File: config.mk
export PLATFORM = sky130hd
export DESIGN_NAME = edge_period_meter
export DESIGN_NICKNAME = d
export VERILOG_FILES = /design/src/rtl/epm_pkg.sv /design/src/rtl/epm_sync_edge.sv /design/src/rtl/epm_free_counter.sv /design/src/rtl/epm_capture.sv /design/src/rtl/epm_wrap_pacer.sv /design/src/rtl/edge_period_meter.sv
export SDC_FILE = /design/constraint.sdc
export NUM_CORES = 1
export LEC_CHECK = 0
export BUFFER_PORTS_ARGS = -buffer_cell sky130_fd_sc_hd__buf_4
export CELL_PAD_IN_SITES_DETAIL_PLACEMENT = 0
export CELL_PAD_IN_SITES_GLOBAL_PLACEMENT = 1
export CORE_AREA = 2 2 87 89
export DETAILED_ROUTE_END_ITERATION = 16
export DIE_AREA = 0 0 89 91
export PLACE_DENSITY = 0.84
export REMOVE_ABC_BUFFERS = 1
export SYNTH_ARGS = -nofsm -noshare
export SYNTH_HDL_FRONTEND = slang
export SYNTH_SLANG_ARGS = --single-unit
export TNS_END_PERCENT = 50
File: constraint.sdc
create_clock -name clk -period 4.6 [get_ports clk]
set_input_delay 0.23 -clock clk [delete_from_list [all_inputs] [get_ports clk]]
set_output_delay 0.23 -clock clk [all_outputs]
set_load 0.005 [all_outputs]
File: src/rtl/epm_pkg.sv
package epm_pkg;

  typedef enum logic {
    ROLE_OPEN  = 1'b0,
    ROLE_CLOSE = 1'b1
  } edge_role_t;

  // Stamp compensation: counter value minus pipeline lag, modulo 2^w.
  function automatic logic [31:0] back_stamp(input logic [31:0] cnt, input int lag, input int w);
    logic [31:0] mask;
    mask = (w >= 32) ? 32'hFFFF_FFFF : ((32'd1 << w) - 32'd1);
    return (cnt - 32'(lag)) & mask;
  endfunction

  // A pair is usable only when the closing stamp is strictly later.
  function automatic logic pair_ordered(input logic [31:0] t_open, input logic [31:0] t_close);
    return t_close > t_open;
  endfunction

endpackage

File: src/rtl/epm_sync_edge.sv
module epm_sync_edge #(
  parameter int STAGES = 2
) (
  input  logic clk,
  input  logic rst_n,
  input  logic din,
  output logic rise_o
);
  // pipe[STAGES-1] is the synchronised level, pipe[STAGES] its previous value
  logic [STAGES:0] pipe;

  always_ff @(posedge clk) begin
    if (!rst_n) pipe <= '0;
    else        pipe <= {pipe[STAGES-1:0], din};
  end

  assign rise_o = pipe[STAGES-1] & ~pipe[STAGES];
endmodule

File: src/rtl/epm_free_counter.sv
module epm_free_counter #(
  parameter int W = 16
) (
  input  logic         clk,
  input  logic         rst_n,
  input  logic         clear_i,
  output logic [W-1:0] value_o,
  output logic         wrap_o
);
  localparam logic [W-1:0] TOP = '1;

  assign wrap_o = (value_o == TOP) && !clear_i;

  always_ff @(posedge clk) begin
    if (!rst_n)       value_o <= '0;
    else if (clear_i) value_o <= '0;
    else              value_o <= value_o + 1'b1;
  end
endmodule

File: src/rtl/epm_capture.sv
module epm_capture
  import epm_pkg::*;
#(
  parameter int W   = 16,
  parameter int LAG = 2
) (
  input  logic         clk,
  input  logic         rst_n,
  input  logic         rise_i,
  input  logic         wrap_i,
  input  logic [W-1:0] cnt_i,
  output logic         clear_o,
  output logic [W-1:0] period_o,
  output logic         valid_o,
  output logic         armed_o,
  output edge_role_t   role_o
);
  logic [W-1:0] stamp;
  logic [W-1:0] t_open;
  logic         open_hit;
  logic         close_hit;
  logic         accept;

  assign stamp     = W'(back_stamp(32'(cnt_i), LAG, W));
  assign open_hit  = rise_i && (role_o == ROLE_OPEN);
  assign close_hit = rise_i && (role_o == ROLE_CLOSE);
  assign accept    = close_hit && armed_o && pair_ordered(32'(t_open), 32'(stamp));
  assign clear_o   = close_hit && !armed_o;

  always_ff @(posedge clk) begin
    if (!rst_n) begin
      role_o   <= ROLE_OPEN;
      armed_o  <= 1'b0;
      t_open   <= '0;
      period_o <= '0;
      valid_o  <= 1'b0;
    end else begin
      valid_o <= accept;
      if (accept) period_o <= stamp - t_open;
      if (rise_i) role_o <= (role_o == ROLE_OPEN) ? ROLE_CLOSE : ROLE_OPEN;
      if (open_hit) begin
        t_open  <= stamp;
        armed_o <= !wrap_i;
      end else if (close_hit || wrap_i) begin
        armed_o <= 1'b0;
      end
    end
  end
endmodule

File: src/rtl/epm_wrap_pacer.sv
module epm_wrap_pacer #(
  parameter int COUNT = 60
) (
  input  logic clk,
  input  logic rst_n,
  input  logic wrap_i,
  output logic report_o
);
  localparam int CW = (COUNT > 1) ? $clog2(COUNT) : 1;
  localparam logic [CW-1:0] LAST = CW'(COUNT - 1);

  logic [CW-1:0] wraps;
  logic          at_last;

  assign at_last = (wraps == LAST);

  always_ff @(posedge clk) begin
    if (!rst_n) begin
      wraps    <= '0;
      report_o <= 1'b0;
    end else begin
      report_o <= wrap_i && at_last;
      if (wrap_i) wraps <= at_last ? '0 : wraps + 1'b1;
    end
  end
endmodule

File: src/rtl/edge_period_meter.sv
module edge_period_meter
  import epm_pkg::*;
#(
  parameter int CNT_W        = 16,
  parameter int SYNC_STAGES  = 2,
  parameter int REPORT_WRAPS = 60
) (
  input  logic             clk,
  input  logic             rst_n,
  input  logic             sig_in,
  output logic [CNT_W-1:0] period_o,
  output logic             period_valid_o,
  output logic             report_o
);
  // named internal events, observed by the bound checker
  logic             rise_evt;
  logic             wrap_evt;
  logic             clear_evt;
  logic             armed;
  edge_role_t       role;
  logic [CNT_W-1:0] cnt;

  epm_sync_edge #(.STAGES(SYNC_STAGES)) u_sync (
    .clk    (clk),
    .rst_n  (rst_n),
    .din    (sig_in),
    .rise_o (rise_evt)
  );

  epm_free_counter #(.W(CNT_W)) u_cnt (
    .clk     (clk),
    .rst_n   (rst_n),
    .clear_i (clear_evt),
    .value_o (cnt),
    .wrap_o  (wrap_evt)
  );

  epm_capture #(.W(CNT_W), .LAG(SYNC_STAGES)) u_cap (
    .clk      (clk),
    .rst_n    (rst_n),
    .rise_i   (rise_evt),
    .wrap_i   (wrap_evt),
    .cnt_i    (cnt),
    .clear_o  (clear_evt),
    .period_o (period_o),
    .valid_o  (period_valid_o),
    .armed_o  (armed),
    .role_o   (role)
  );

  epm_wrap_pacer #(.COUNT(REPORT_WRAPS)) u_pace (
    .clk      (clk),
    .rst_n    (rst_n),
    .wrap_i   (wrap_evt),
    .report_o (report_o)
  );
endmodule

==> run summary, run 1 <==
HPWL Detailed = 5200 um
Wire per inst = 13.3 um
Worst Hold Depth = 2
Port bufs = 20
Yosys cell types = 49
Rows = 31
Most frequent cells after synthesis = dfxtp_1 (61), nor2_1 (58), nand2_1 (37)
Slowest-stage cell, CP = dfxtp_1
Post-synth top area share = 34.9%
Area contributors post-synth = dfxtp_1 (35%), ha_1 (7.2%), xor2_1 (6.5%), nor2_1 (6.2%), a21oi_1 (4.3%)
Max Clock Skew = 0.00942 ns
Starting Density = 49.0%
CP Max Fanout = 20
Clock transition at path regs = 0.07 ns
CTS tree = done
Slack of the critical path = 1.29 ns
Setup TNS = 0 ns
Max clock buf depth = 2
Gp weighted congestion = 0.836
Clock network power share = 33.2%
Initial antenna violation count = 0
Critical Path Sink Type = flip-flop
Static Leak = 1.52 nW
Vias in the first global route = 2,685
Register Area = 0.00122 mm2
Footprint of the multi-input gates = 0.00205 mm2
Final WL = 7150 um
Total GRT Usage = 19.2%
Reg2Reg Depth = 12
Max Clk Rate = 0.302 GHz
Syn Area/Cell = 8.21 um2
DRC viols = 0
Width of the die = 89 um
Relative slew slack = 25.5%
Syn Inst Count = 426
Final Hold Fails = 0
DIE HEIGHT = 91 um
Seq cells post-synth = 61
Final Core Density = 53.6%
Ys async rst share = 0%
Internal = 0.873 mW
Number of hold buffers added after CTS = 0
TritonCTS buffer count = 9
Syn. warnings = 0
Setup Crit Path Kind = flip-flop to flip-flop
Net Sw Frac = 33.2%
Largest net degree at the start of global routing = 32
Clk_lat worst skew = 0.34 ns
Flop pwr share = 42.2%
ANT nets after route = 0
GRT Residual Overflow = 0
Synth area leader = dfxtp_1
Share of layout cells above drive strength 1 = 11.4%
Combinational share of power = 24.6%
CP cell instances = nor4_1, nand3_1, nor3_1, xor2_1, ha_1, nand2_1, nor3_1, a21oi_1, o31ai_4, buf_4, mux2i_1, nor2_1
DIE AREA = 0.00810 mm2
Status = finished clean
Hold Crit Class = primary input to flip-flop
Dpl ws = 1.31 ns
Post-CTS Repair Setup Buffers = 0
Via density per instance = 5.35
Slew @ Worst Pin = 1.11 ns
Fill count = 702
Hold slack = 0.0905 ns
Area grow syn2layout = 9.41%
RSZ-0062 raised after global routing = no
CP Data Arrival Time = 3.50 ns
Sequential share of the synthesized area = 34.9%
Main synth FF type = dfxtp_1
1st-pass router iterations = 5
Vias = 2,879
Post-Syn Area = 0.00350 mm2
Count leader, synth = dfxtp_1
Max-Cap Viols = 0
Number of flops mapped to enable cells by yosys = 0
Placeable core area = 0.00714 mm2
Initial drt markers = 124
Cell Pwr Density = 341 mW/mm2
CTS H-tree lvls = 3
I/O pins = 21
Setup Viol. Count Final = 0
Psw = 0.433 mW
First-pass GRT wire length = 12,500 um
Required time worst endpoint = 4.79 ns
Fin crit share = 72.0%
Layout net count = 458
Root buf cell = clkbuf_8
Antenna cell count = 0
Fin crit period = 3.31 ns
Crit path launch type = flip-flop
CP peak stage delay = 0.40 ns
Count of cells resized by post-cts repair = 0
CTS sink count = 61
Max-slew violations = 0
CP dominant cell by count = nor3_1
Peak supply drop = 0.000119 V
## sequential cells by signal (all words and copies together) (netlist names)
signal	count
u_cap.role_o	1
u_pace.wraps	6
u_sync.pipe	3
u_cap.armed_o	1
u_pace.report_o	1
u_cnt.value_o	16
u_cap.valid_o	1
u_cap.period_o	16
u_cap.t_open	16
## power groups by stage
stage | clock, mW | combinational [mW] | sequential (mW)
finish | 0.434 | 0.322 | 0.551
global placement | 0 | 0.319 | 0.562
floorplan | 0 | 0.252 | 0.560
detailed placement | 0 | 0.320 | 0.563
global route | 0.471 | 0.365 | 0.553
CTS | 0.448 | 0.320 | 0.551
## per-layer routing
metal	routed length (um)	vias up	GRT usage, %
met4	76	0	7.34
li1	-	1475	-
met1	3470	1338	25.5
met3	254	8	3.82
met2	3360	58	30.3
met5	0	-	0
## cell type report
type	count	share of cell area, %
Clock buffer	10	3.60
Clock inverter	6	1.01
Inverter	25	2.45
Multi-Input combinational cell	316	53.7
Sequential cell	61	31.9
Tap cell	99	3.24
Timing Repair Buffer	21	4.12
## cells in the final DEF (no fill, tap or decap), types with 14 or more instances in the layout
| master | count |
|---|---|
| a21oi_1 | 30 |
| buf_4 | 21 |
| dfxtp_1 | 61 |
| ha_1 | 20 |
| inv_1 | 25 |
| mux2i_1 | 14 |
| nand2_1 | 37 |
| nand3_1 | 14 |
| nor2_1 | 58 |
| o21ai_0 | 20 |
| xnor2_1 | 16 |
| xor2_1 | 26 |
## worst max-delay path, delay by kind of cell (launching register included)
kind | cells | cell delay, ns
XOR/XNOR | 1 | 0.33
buffers and inverters | 1 | 0.30
flip-flops | 1 | 0.40
multiplexers | 1 | 0.22
AO/OA/AOI/OAI | 2 | 0.23
AND/OR/NAND/NOR | 6 | 1.39
adder cells (fa/ha/maj) | 1 | 0.28
## worst paths after layout
path | slack [ns] | to | from
worst max-delay path | 1.29 | u_cap.period_o[8] | u_cnt.value_o[7]
worst min-delay path | 0.09 | u_sync.pipe[0] | sig_in
worst max register to register | 1.29 | u_cap.period_o[8] | u_cnt.value_o[7]
worst min register to register | 0.44 | u_sync.pipe[1] | u_sync.pipe[0]
## stage by stage
step           cells  cell area (um2)  power [mW]
2_1_floorplan    402             3360       0.812
3_3_place_gp     522             3650       0.882
3_5_place_dp     522             3650       0.883
4_1_cts          538             3830        1.32
5_1_grt          538             3830        1.39
6_report         538             3830        1.31
## kinds of logic (layout without fill, tap and decap cells)
kind of cell | after synthesis | count (layout) | share of synthesized area (%)
xor gates and xnor gates | 42 | 42 | 10.5
adders and majority gates | 21 | 21 | 7.73
muxes | 15 | 15 | 4.33
buffers and inverters | 49 | 62 | 6.62
DFF | 61 | 61 | 34.9
AOI/OAI and AO/OA | 84 | 84 | 15.3
and+or+nand+nor | 154 | 154 | 20.6
(Power assumes the default switching activity.)
==> inputs of run 2 (changes only) <==
--- a/config.mk
+++ b/config.mk
@@ -5,13 +5,14 @@
 export SDC_FILE = /design/constraint.sdc
 export NUM_CORES = 1
 export LEC_CHECK = 0
+export ABC_AREA = 1
 export BUFFER_PORTS_ARGS = -buffer_cell sky130_fd_sc_hd__buf_4
 export CELL_PAD_IN_SITES_DETAIL_PLACEMENT = 0
 export CELL_PAD_IN_SITES_GLOBAL_PLACEMENT = 1
-export CORE_AREA = 2 2 87 89
+export CORE_AREA = 2 2 98 100
 export DETAILED_ROUTE_END_ITERATION = 16
-export DIE_AREA = 0 0 89 91
-export PLACE_DENSITY = 0.84
+export DIE_AREA = 0 0 100 102
+export PLACE_DENSITY = 0.8
 export REMOVE_ABC_BUFFERS = 1
 export SYNTH_ARGS = -nofsm -noshare
 export SYNTH_HDL_FRONTEND = slang
==> constraint.sdc (replaced) <==
create_clock -name clk -period 3.45 [get_ports clk]
set_input_delay 0.1725 -clock clk [delete_from_list [all_inputs] [get_ports clk]]
set_output_delay 0.1725 -clock clk [all_outputs]
set_load 0.005 [all_outputs]
==> run 2 against run 1 <==
Compared with the run above: sequential power grew 32%; fmax grew 10%; highest routed layer unchanged; total power grew 41%; critical path type unchanged; sequential share of layout area shrank 4.1 points.
==> run summary, run 2 <==
Seq cells post-synth = 61 (unchanged)
CTS sink count = 61 (unchanged)
Slew @ Worst Pin = 0.417 ns (was 1.11 ns)
Gp weighted congestion = 0.898 (was 0.836)
Adder-cell share of the synthesized area = 6.85% (was 7.73%)
Syn. warnings = 0 (unchanged)
DRC viols = 0 (unchanged)
Slack of the critical path = 0.442 ns (was 1.29 ns)
Area grow syn2layout = 11.2% (was 9.41%)
Worst r2r src = u_cnt.value_o[1] (was u_cnt.value_o[7])
Fin crit period = 3.01 ns (was 3.31 ns)
Most frequent cells after synthesis = nand2_1 (169), inv_1 (115), nor2_1 (71) (was dfxtp_1 (61), nor2_1 (58), nand2_1 (37))
Cell Pwr Density = 420 mW/mm2 (was 341 mW/mm2)
TritonCTS buffer count = 9 (unchanged)
Vias = 3,578 (was 2,879)
Layout net count = 672 (was 458)
CTS H-tree lvls = 3 (unchanged)
Most common cell after layout, fill and taps aside = nand2_1 (was dfxtp_1)
Initial drt markers = 144 (was 124)
Starting Density = 43.3% (was 49.0%)
Sequential share of the synthesized area = 30.9% (was 34.9%)
Max Clock Skew = 0.0171 ns (was 0.00942 ns)
GRT Residual Overflow = 0 (unchanged)
Final WL = 8700 um (was 7150 um)
Area contributors post-synth = dfxtp_1 (31%), nand2_1 (16%), inv_1 (11%), nor2_1 (6.8%), ha_1 (6.3%) (was dfxtp_1 (35%), ha_1 (7.2%), xor2_1 (6.5%), nor2_1 (6.2%), a21oi_1 (4.3%))
Synth area leader = dfxtp_1 (unchanged)
Wire per inst = 11.4 um (was 13.3 um)
DIE HEIGHT = 102 um (was 91 um)
Largest family of logic cells by synthesized area = simple AND/OR/NAND/NOR gates (unchanged)
Rows = 35 (was 31)
Static Leak = 2.19 nW (was 1.52 nW)
Post-synth top area share = 30.9% (was 34.9%)
Number of flops mapped to enable cells by yosys = 0 (unchanged)
Critical Path Start = u_cnt.value_o[1] (was u_cnt.value_o[7])
CTS tree = done (unchanged)
Dpl ws = 0.412 ns (was 1.31 ns)
Post-Syn Area = 0.00395 mm2 (was 0.00350 mm2)
Syn Inst Count = 626 (was 426)
Synth Area in XOR/XNOR = 3.33% (was 10.5%)
CP Data Arrival Time = 3.28 ns (was 3.50 ns)
Psw = 0.618 mW (was 0.433 mW)
Relative slew slack = 72.1% (was 25.5%)
First-pass GRT wire length = 15,300 um (was 12,500 um)
Setup Viol. Count Final = 0 (unchanged)
Regs by FF count = u_cap.period_o (16), u_cap.t_open (16), u_cnt.value_o (16) (unchanged)
Largest net degree at the start of global routing = 29 (was 32)
Count leader, synth = nand2_1 (was dfxtp_1)
Max-Cap Viols = 0 (unchanged)
Syn Area/Cell = 6.31 um2 (was 8.21 um2)
Ys async rst share = 0% (unchanged)
Hold Crit Class = primary input to flip-flop (unchanged)
Main synth FF type = dfxtp_1 (unchanged)
Internal = 1.23 mW (was 0.873 mW)
Via density per instance = 4.68 (was 5.35)
Initial antenna violation count = 0 (unchanged)
Post-synthesis mux area share = 0% (was 4.33%)
Setup Crit Path Kind = flip-flop to flip-flop (unchanged)
Share of layout cells above drive strength 1 = 10.3% (was 11.4%)
Net Sw Frac = 33.5% (was 33.2%)
HPWL Detailed = 6710 um (was 5200 um)
Max-slew violations = 0 (unchanged)
Max Clk Rate = 0.332 GHz (was 0.302 GHz)
CP cell instances = inv_1, ha_1, nand3_1, inv_1, nand2_1, nor2_1, nand2_1, xor2_1, inv_1, ha_1, nand2_1, nor2_2, nand2_2, clkinv_2, a21oi_4, nand2_8, inv_2, nor2_1, nor2_1 (was nor4_1, nand3_1, nor3_1, xor2_1, ha_1, nand2_1, nor3_1, a21oi_1, o31ai_4, buf_4, mux2i_1, nor2_1)
Antenna cell count = 0 (unchanged)
Max clock buf depth = 2 (unchanged)
CP Max Fanout = 16 (was 20)
ANT nets after route = 0 (unchanged)
Combinational share of power = 26.8% (was 24.6%)
Crit path launch type = flip-flop (unchanged)
DIE AREA = 0.0102 mm2 (was 0.00810 mm2)
Setup TNS = 0 ns (unchanged)
Post-CTS Repair Setup Buffers = 0 (unchanged)
Peak supply drop = 0.000148 V (was 0.000119 V)
Port bufs = 20 (unchanged)
Synth Area in Simple Gates = 35.8% (was 20.6%)
1st-pass router iterations = 4 (was 5)
Vias in the first global route = 3,413 (was 2,685)
RSZ-0062 raised after global routing = no (unchanged)
Root buf cell = clkbuf_8 (unchanged)
Slowest-stage cell, CP = a21oi_4 (was dfxtp_1)
Clock network power share = 33.7% (was 33.2%)
Most frequent cells in the layout = nand2_1 (169), inv_1 (115), nor2_1 (71) (was dfxtp_1 (61), nor2_1 (58), nand2_1 (37))
Critical Path Sink Type = flip-flop (unchanged)
Total GRT Usage = 18.8% (was 19.2%)
Required time worst endpoint = 3.72 ns (was 4.79 ns)
Yosys cell types = 34 (was 49)
CP peak stage delay = 0.35 ns (was 0.40 ns)
Placeable core area = 0.00911 mm2 (was 0.00714 mm2)
Width of the die = 100 um (was 89 um)
Flop pwr share = 39.5% (was 42.2%)
I/O pins = 21 (unchanged)
Compound-Gate Fraction of Synth Area = 9.60% (was 15.3%)
Status = finished clean (unchanged)
Hold_sp = rst_n (was sig_in)
Clk_lat worst skew = 0.34 ns (about the same)
Fin crit share = 87.2% (was 72.0%)
Clock transition at path regs = 0.08 ns (was 0.07 ns)
Final Hold Fails = 0 (unchanged)
-- run 2: worst max-delay path: cells and delay by family (launching register included) --
family / cells / cell delay, ns
flops: 1 / 0.34
fa+ha+maj: 2 / 0.54
buf+inv: 5 / 0.56
simple gates: 10 / 0.98
compound gates: 1 / 0.35
xor+xnor: 1 / 0.18
-- run 2: kinds of logic (layout without fill, tap and decap cells) --
family / count (synthesis) / after routing
flip-flops: 61 / 61
XOR/XNOR: 15 / 15
buffers and inverters: 135 / 162
AND/OR/NAND/NOR: 321 / 321
adder cells (fa/ha/maj): 21 / 21
AO/OA/AOI/OAI: 73 / 73
-- run 2: per-layer routing --
| layer | track usage, % | part of all wire [%] |
|---|---|---|
| met1 | 23.8 | 49 |
| met2 | 32.0 | 46 |
| met3 | 3.69 | 3.3 |
| met4 | 6.74 | 1.5 |
| met5 | 0 | 0 |
-- run 2: worst paths after layout --
kind                        to  cells after the start  slack (ns)
max reg2reg  u_cap.period_o[7]                     19        0.44
min             u_sync.pipe[0]                      3        0.20
min reg2reg     u_sync.pipe[1]                      2        0.42
max          u_cap.period_o[7]                     19        0.44
-- run 2: timing repair --
item / in CTS / in global routing
hold endpoints to repair: 1 / 0
endpoints found under the setup margin: 0 / 2
resized for setup: 0 / 1
hold buffers: 1 / 0
-- run 2: final cells by class --
cell class / count / area, um2
clock buffers: 12 / 135
clock inverters: 4 / 48.8
fillers: 965 / 4720
inverters: 123 / 464
multi-input cells: 430 / 2200
flip-flops and latches: 61 / 1220
well taps: 111 / 139
repair buffers: 23 / 175
-- run 2: power by group through the flow --
stage	Clock [mW]	Combinational, mW	Sequential [mW]
6_report	0.621	0.494	0.729
5_1_grt	0.672	0.576	0.731
4_1_cts	0.645	0.493	0.729
3_5_place_dp	0	0.492	0.745
3_3_place_gp	0	0.489	0.744
2_1_floorplan	0	0.380	0.743
-- run 2: metrics by stage --
| step | cell area (um2) | total power [mW] | utilization (%) | std cells | hold slack [ns] |
|---|---|---|---|---|---|
| after floorplan | 3880 | 1.12 | - | 614 | 0.266 |
| after global placement | 4190 | 1.23 | 45.9 | 747 | 0.352 |
| after detailed placement | 4190 | 1.24 | 45.9 | 747 | 0.358 |
| after CTS | 4380 | 1.87 | 48.1 | 764 | 0.192 |
| after global routing | 4390 | 1.98 | 48.2 | 764 | 0.207 |
| final | 4390 | 1.84 | 48.2 | 764 | 0.202 |
==> inputs of run 3 (changes only) <==
--- a/config.mk
+++ b/config.mk
@@ -5,14 +5,14 @@
 export SDC_FILE = /design/constraint.sdc
 export NUM_CORES = 1
 export LEC_CHECK = 0
-export ABC_AREA = 1
+export ABC_AREA = 0
 export BUFFER_PORTS_ARGS = -buffer_cell sky130_fd_sc_hd__buf_4
 export CELL_PAD_IN_SITES_DETAIL_PLACEMENT = 0
 export CELL_PAD_IN_SITES_GLOBAL_PLACEMENT = 1
-export CORE_AREA = 2 2 98 100
+export CORE_AREA = 2 2 91 93
 export DETAILED_ROUTE_END_ITERATION = 16
-export DIE_AREA = 0 0 100 102
-export PLACE_DENSITY = 0.8
+export DIE_AREA = 0 0 93 95
+export PLACE_DENSITY = 0.78
 export REMOVE_ABC_BUFFERS = 1
 export SYNTH_ARGS = -nofsm -noshare
 export SYNTH_HDL_FRONTEND = slang
==> run 3 against run 2 <==
Compared with the run above: flip-flop and latch count stayed put; critical endpoint is now u_cap.period_o[4]; sequential power hardly changed; largest power group unchanged; critical path type unchanged; sequential share of layout area is 3.5 points higher; clock power is 4.0% higher.
==> run summary, run 3 (same netlist as run 1, synthesis figures left out) <==
DIE AREA = 0.00884 mm2 (was 0.0102 mm2)
TritonCTS buffer count = 9 (unchanged)
Most frequent cells in the layout = dfxtp_1 (61), nor2_1 (58), nand2_1 (37) (was nand2_1 (169), inv_1 (115), nor2_1 (71))
I/O pins = 21 (unchanged)
Status = finished clean (unchanged)
Width of the die = 93 um (was 100 um)
Antenna cell count = 0 (unchanged)
Reg2Reg Depth = 12 (was 19)
Final Hold Fails = 0 (unchanged)
Rows = 33 (was 35)
R2R setup slack = 0.25 ns (was 0.44 ns)
1st-pass router iterations = 4 (unchanged)
Peak supply drop = 0.000180 V (was 0.000148 V)
R2r endpoint = u_cap.period_o[4] (was u_cap.period_o[7])
Hold EP = u_sync.pipe[0] (unchanged)
Static Leak = 1.54 nW (was 2.19 nW)
Placeable core area = 0.00793 mm2 (was 0.00911 mm2)
GRT Residual Overflow = 0 (unchanged)
Hold_sp = sig_in (was rst_n)
Clock transition at path regs = 0.07 ns (was 0.08 ns)
Slew @ Worst Pin = 1.03 ns (was 0.417 ns)
Max clock buf depth = 2 (unchanged)
Max Clock Skew = 0.00739 ns (was 0.0171 ns)
Dpl cells = 531 (was 747)
Via density per instance = 5.22 (was 4.68)
Vias = 2,853 (was 3,578)
CTS tree = done (unchanged)
Area grow syn2layout = 11.6% (was 11.2%)
CTS H-tree lvls = 3 (unchanged)
Final WL = 7150 um (was 8700 um)
Slack of the critical path = 0.251 ns (was 0.442 ns)
Root buf cell = clkbuf_8 (unchanged)
Max-Cap Viols = 0 (unchanged)
CP Data Arrival Time = 3.38 ns (was 3.28 ns)
DRC viols = 0 (unchanged)
Hold Crit Class = primary input to flip-flop (unchanged)
Worst r2r src = u_cnt.value_o[7] (was u_cnt.value_o[1])
Gp weighted congestion = 0.914 (was 0.898)
CP Max Fanout = 20 (was 16)
HPWL Detailed = 5170 um (was 6710 um)
Fin crit share = 92.7% (was 87.2%)
ANT nets after route = 0 (unchanged)
Post-CTS Repair Setup Buffers = 0 (unchanged)
RSZ-0062 raised after global routing = no (unchanged)
Fin crit period = 3.20 ns (was 3.01 ns)
CTS sink count = 61 (unchanged)
Relative slew slack = 31.4% (was 72.1%)
Vias in the first global route = 2,569 (was 3,413)
Crit path launch type = flip-flop (unchanged)
Most common cell after layout, fill and taps aside = dfxtp_1 (was nand2_1)
Wire per inst = 13.1 um (was 11.4 um)
Number of hold buffers added after CTS = 0 (was 1)
Final cell count without fillers = 547 (was 764)
Total GRT Usage = 17.2% (was 18.8%)
DIE HEIGHT = 95 um (was 102 um)
Psw = 0.579 mW (was 0.618 mW)
Clock network power share = 35.5% (was 33.7%)
Dpl ws = 0.234 ns (was 0.412 ns)
Required time worst endpoint = 3.63 ns (was 3.72 ns)
Share of layout cells above drive strength 1 = 12.4% (was 10.3%)
Layout net count = 461 (was 672)
Internal = 1.24 mW (was 1.23 mW)
Clk_lat worst skew = 0.33 ns (was 0.34 ns)
Starting Density = 44.1% (was 43.3%)
Regs by FF count = u_cap.period_o (16), u_cap.t_open (16), u_cnt.value_o (16) (unchanged)
Max Clk Rate = 0.313 GHz (was 0.332 GHz)
Max-slew violations = 0 (unchanged)
Critical Path Sink Type = flip-flop (unchanged)
Flop pwr share = 40.2% (was 39.5%)
Combinational share of power = 24.3% (was 26.8%)
Setup Crit Path Kind = flip-flop to flip-flop (unchanged)
Setup Viol. Count Final = 0 (unchanged)
Cell Pwr Density = 466 mW/mm2 (was 420 mW/mm2)
Hold slack = 0.0480 ns (was 0.202 ns)
Largest net degree at the start of global routing = 32 (was 29)
Final Core Density = 49.2% (was 48.2%)
Initial drt markers = 115 (was 144)
Count of cells resized by post-cts repair = 0 (unchanged)
Initial antenna violation count = 0 (unchanged)
Port bufs = 20 (unchanged)
First-pass GRT wire length = 12,100 um (was 15,300 um)
Net Sw Frac = 31.8% (was 33.5%)
Worst Hold Depth = 2 (was 3)
Setup TNS = 0 ns (unchanged)
[run 3: cell count changes in the layout (fill, tap and decap cells not counted), moves of 6 or more]
cell | before | now
nand2_1 | 169 | 37
inv_1 | 115 | 25
a21oi_1 | 47 | 30
nand3_1 | 31 | 14
xor2_1 | 11 | 26
mux2i_1 | 0 | 14
nor2_1 | 71 | 58
xnor2_1 | 4 | 16
nand2_2 | 10 | 0
a21o_1 | 0 | 7
nand3b_1 | 6 | 0
o311a_1 | 0 | 6
[run 3: power by group through the flow]
stage | Sequential [mW] | Combinational [mW] | Clock, mW
after floorplan | 0.747 | 0.336 | 0
after CTS | 0.732 | 0.436 | 0.666
after detailed placement | 0.748 | 0.434 | 0
final | 0.732 | 0.442 | 0.646
after global placement | 0.747 | 0.436 | 0
after global routing | 0.734 | 0.495 | 0.695
[run 3: worst max path at each step]
| stage | cells after the start | startpoint | slack (ns) | to |
|---|---|---|---|---|
| after CTS | 12 | u_cnt.value_o[4] | 0.22 | u_cap.period_o[3] |
| after global placement | 12 | u_cnt.value_o[4] | 0.24 | u_cap.period_o[3] |
| after global routing | 13 | u_cnt.value_o[7] | 0.002 | u_cap.period_o[12] |
| after floorplan | 12 | u_cnt.value_o[7] | -0.05 | u_cap.period_o[9] |
| final | 12 | u_cnt.value_o[7] | 0.25 | u_cap.period_o[4] |
| after detailed placement | 12 | u_cnt.value_o[4] | 0.23 | u_cap.period_o[9] |
[run 3: routing by layer]
layer  up-vias  track usage [%]  wire length [um]
met5         -                0                 0
met4         0             7.11               142
met3        12             4.15               216
met2        52             28.3              3300
met1      1309             21.7              3490
li1       1480                -                 -
[run 3: per-stage QoR]
stage | instance area [um2] | power, mW
3_5_place_dp | 3690 | 1.18
5_1_grt | 3900 | 1.92
4_1_cts | 3890 | 1.83
3_3_place_gp | 3690 | 1.18
2_1_floorplan | 3360 | 1.08
6_report | 3900 | 1.82
[run 3: final cells by class]
class                   instances  area (um2)
clock buffers                  10         138
multi-input cells             316        2060
repair buffers                 24         193
well taps                     105         131
inverters                      25        93.8
flip-flops and latches         61        1220
fillers                       783        4030
clock inverters                 6        62.6
[run 3: worst max-delay path, cell delays in order, from the launching register on]
cell and delay [ns]:
dfxtp_1 0.39, nor4_1 0.38, nand3_1 0.20, nor4_1 0.26, xor2_1 0.27, ha_1 0.35, nand2_1 0.22, nor2_1 0.06
and3_1 0.21, o31ai_4 0.26, buf_12 0.20, mux2i_1 0.20, nor2_1 0.05
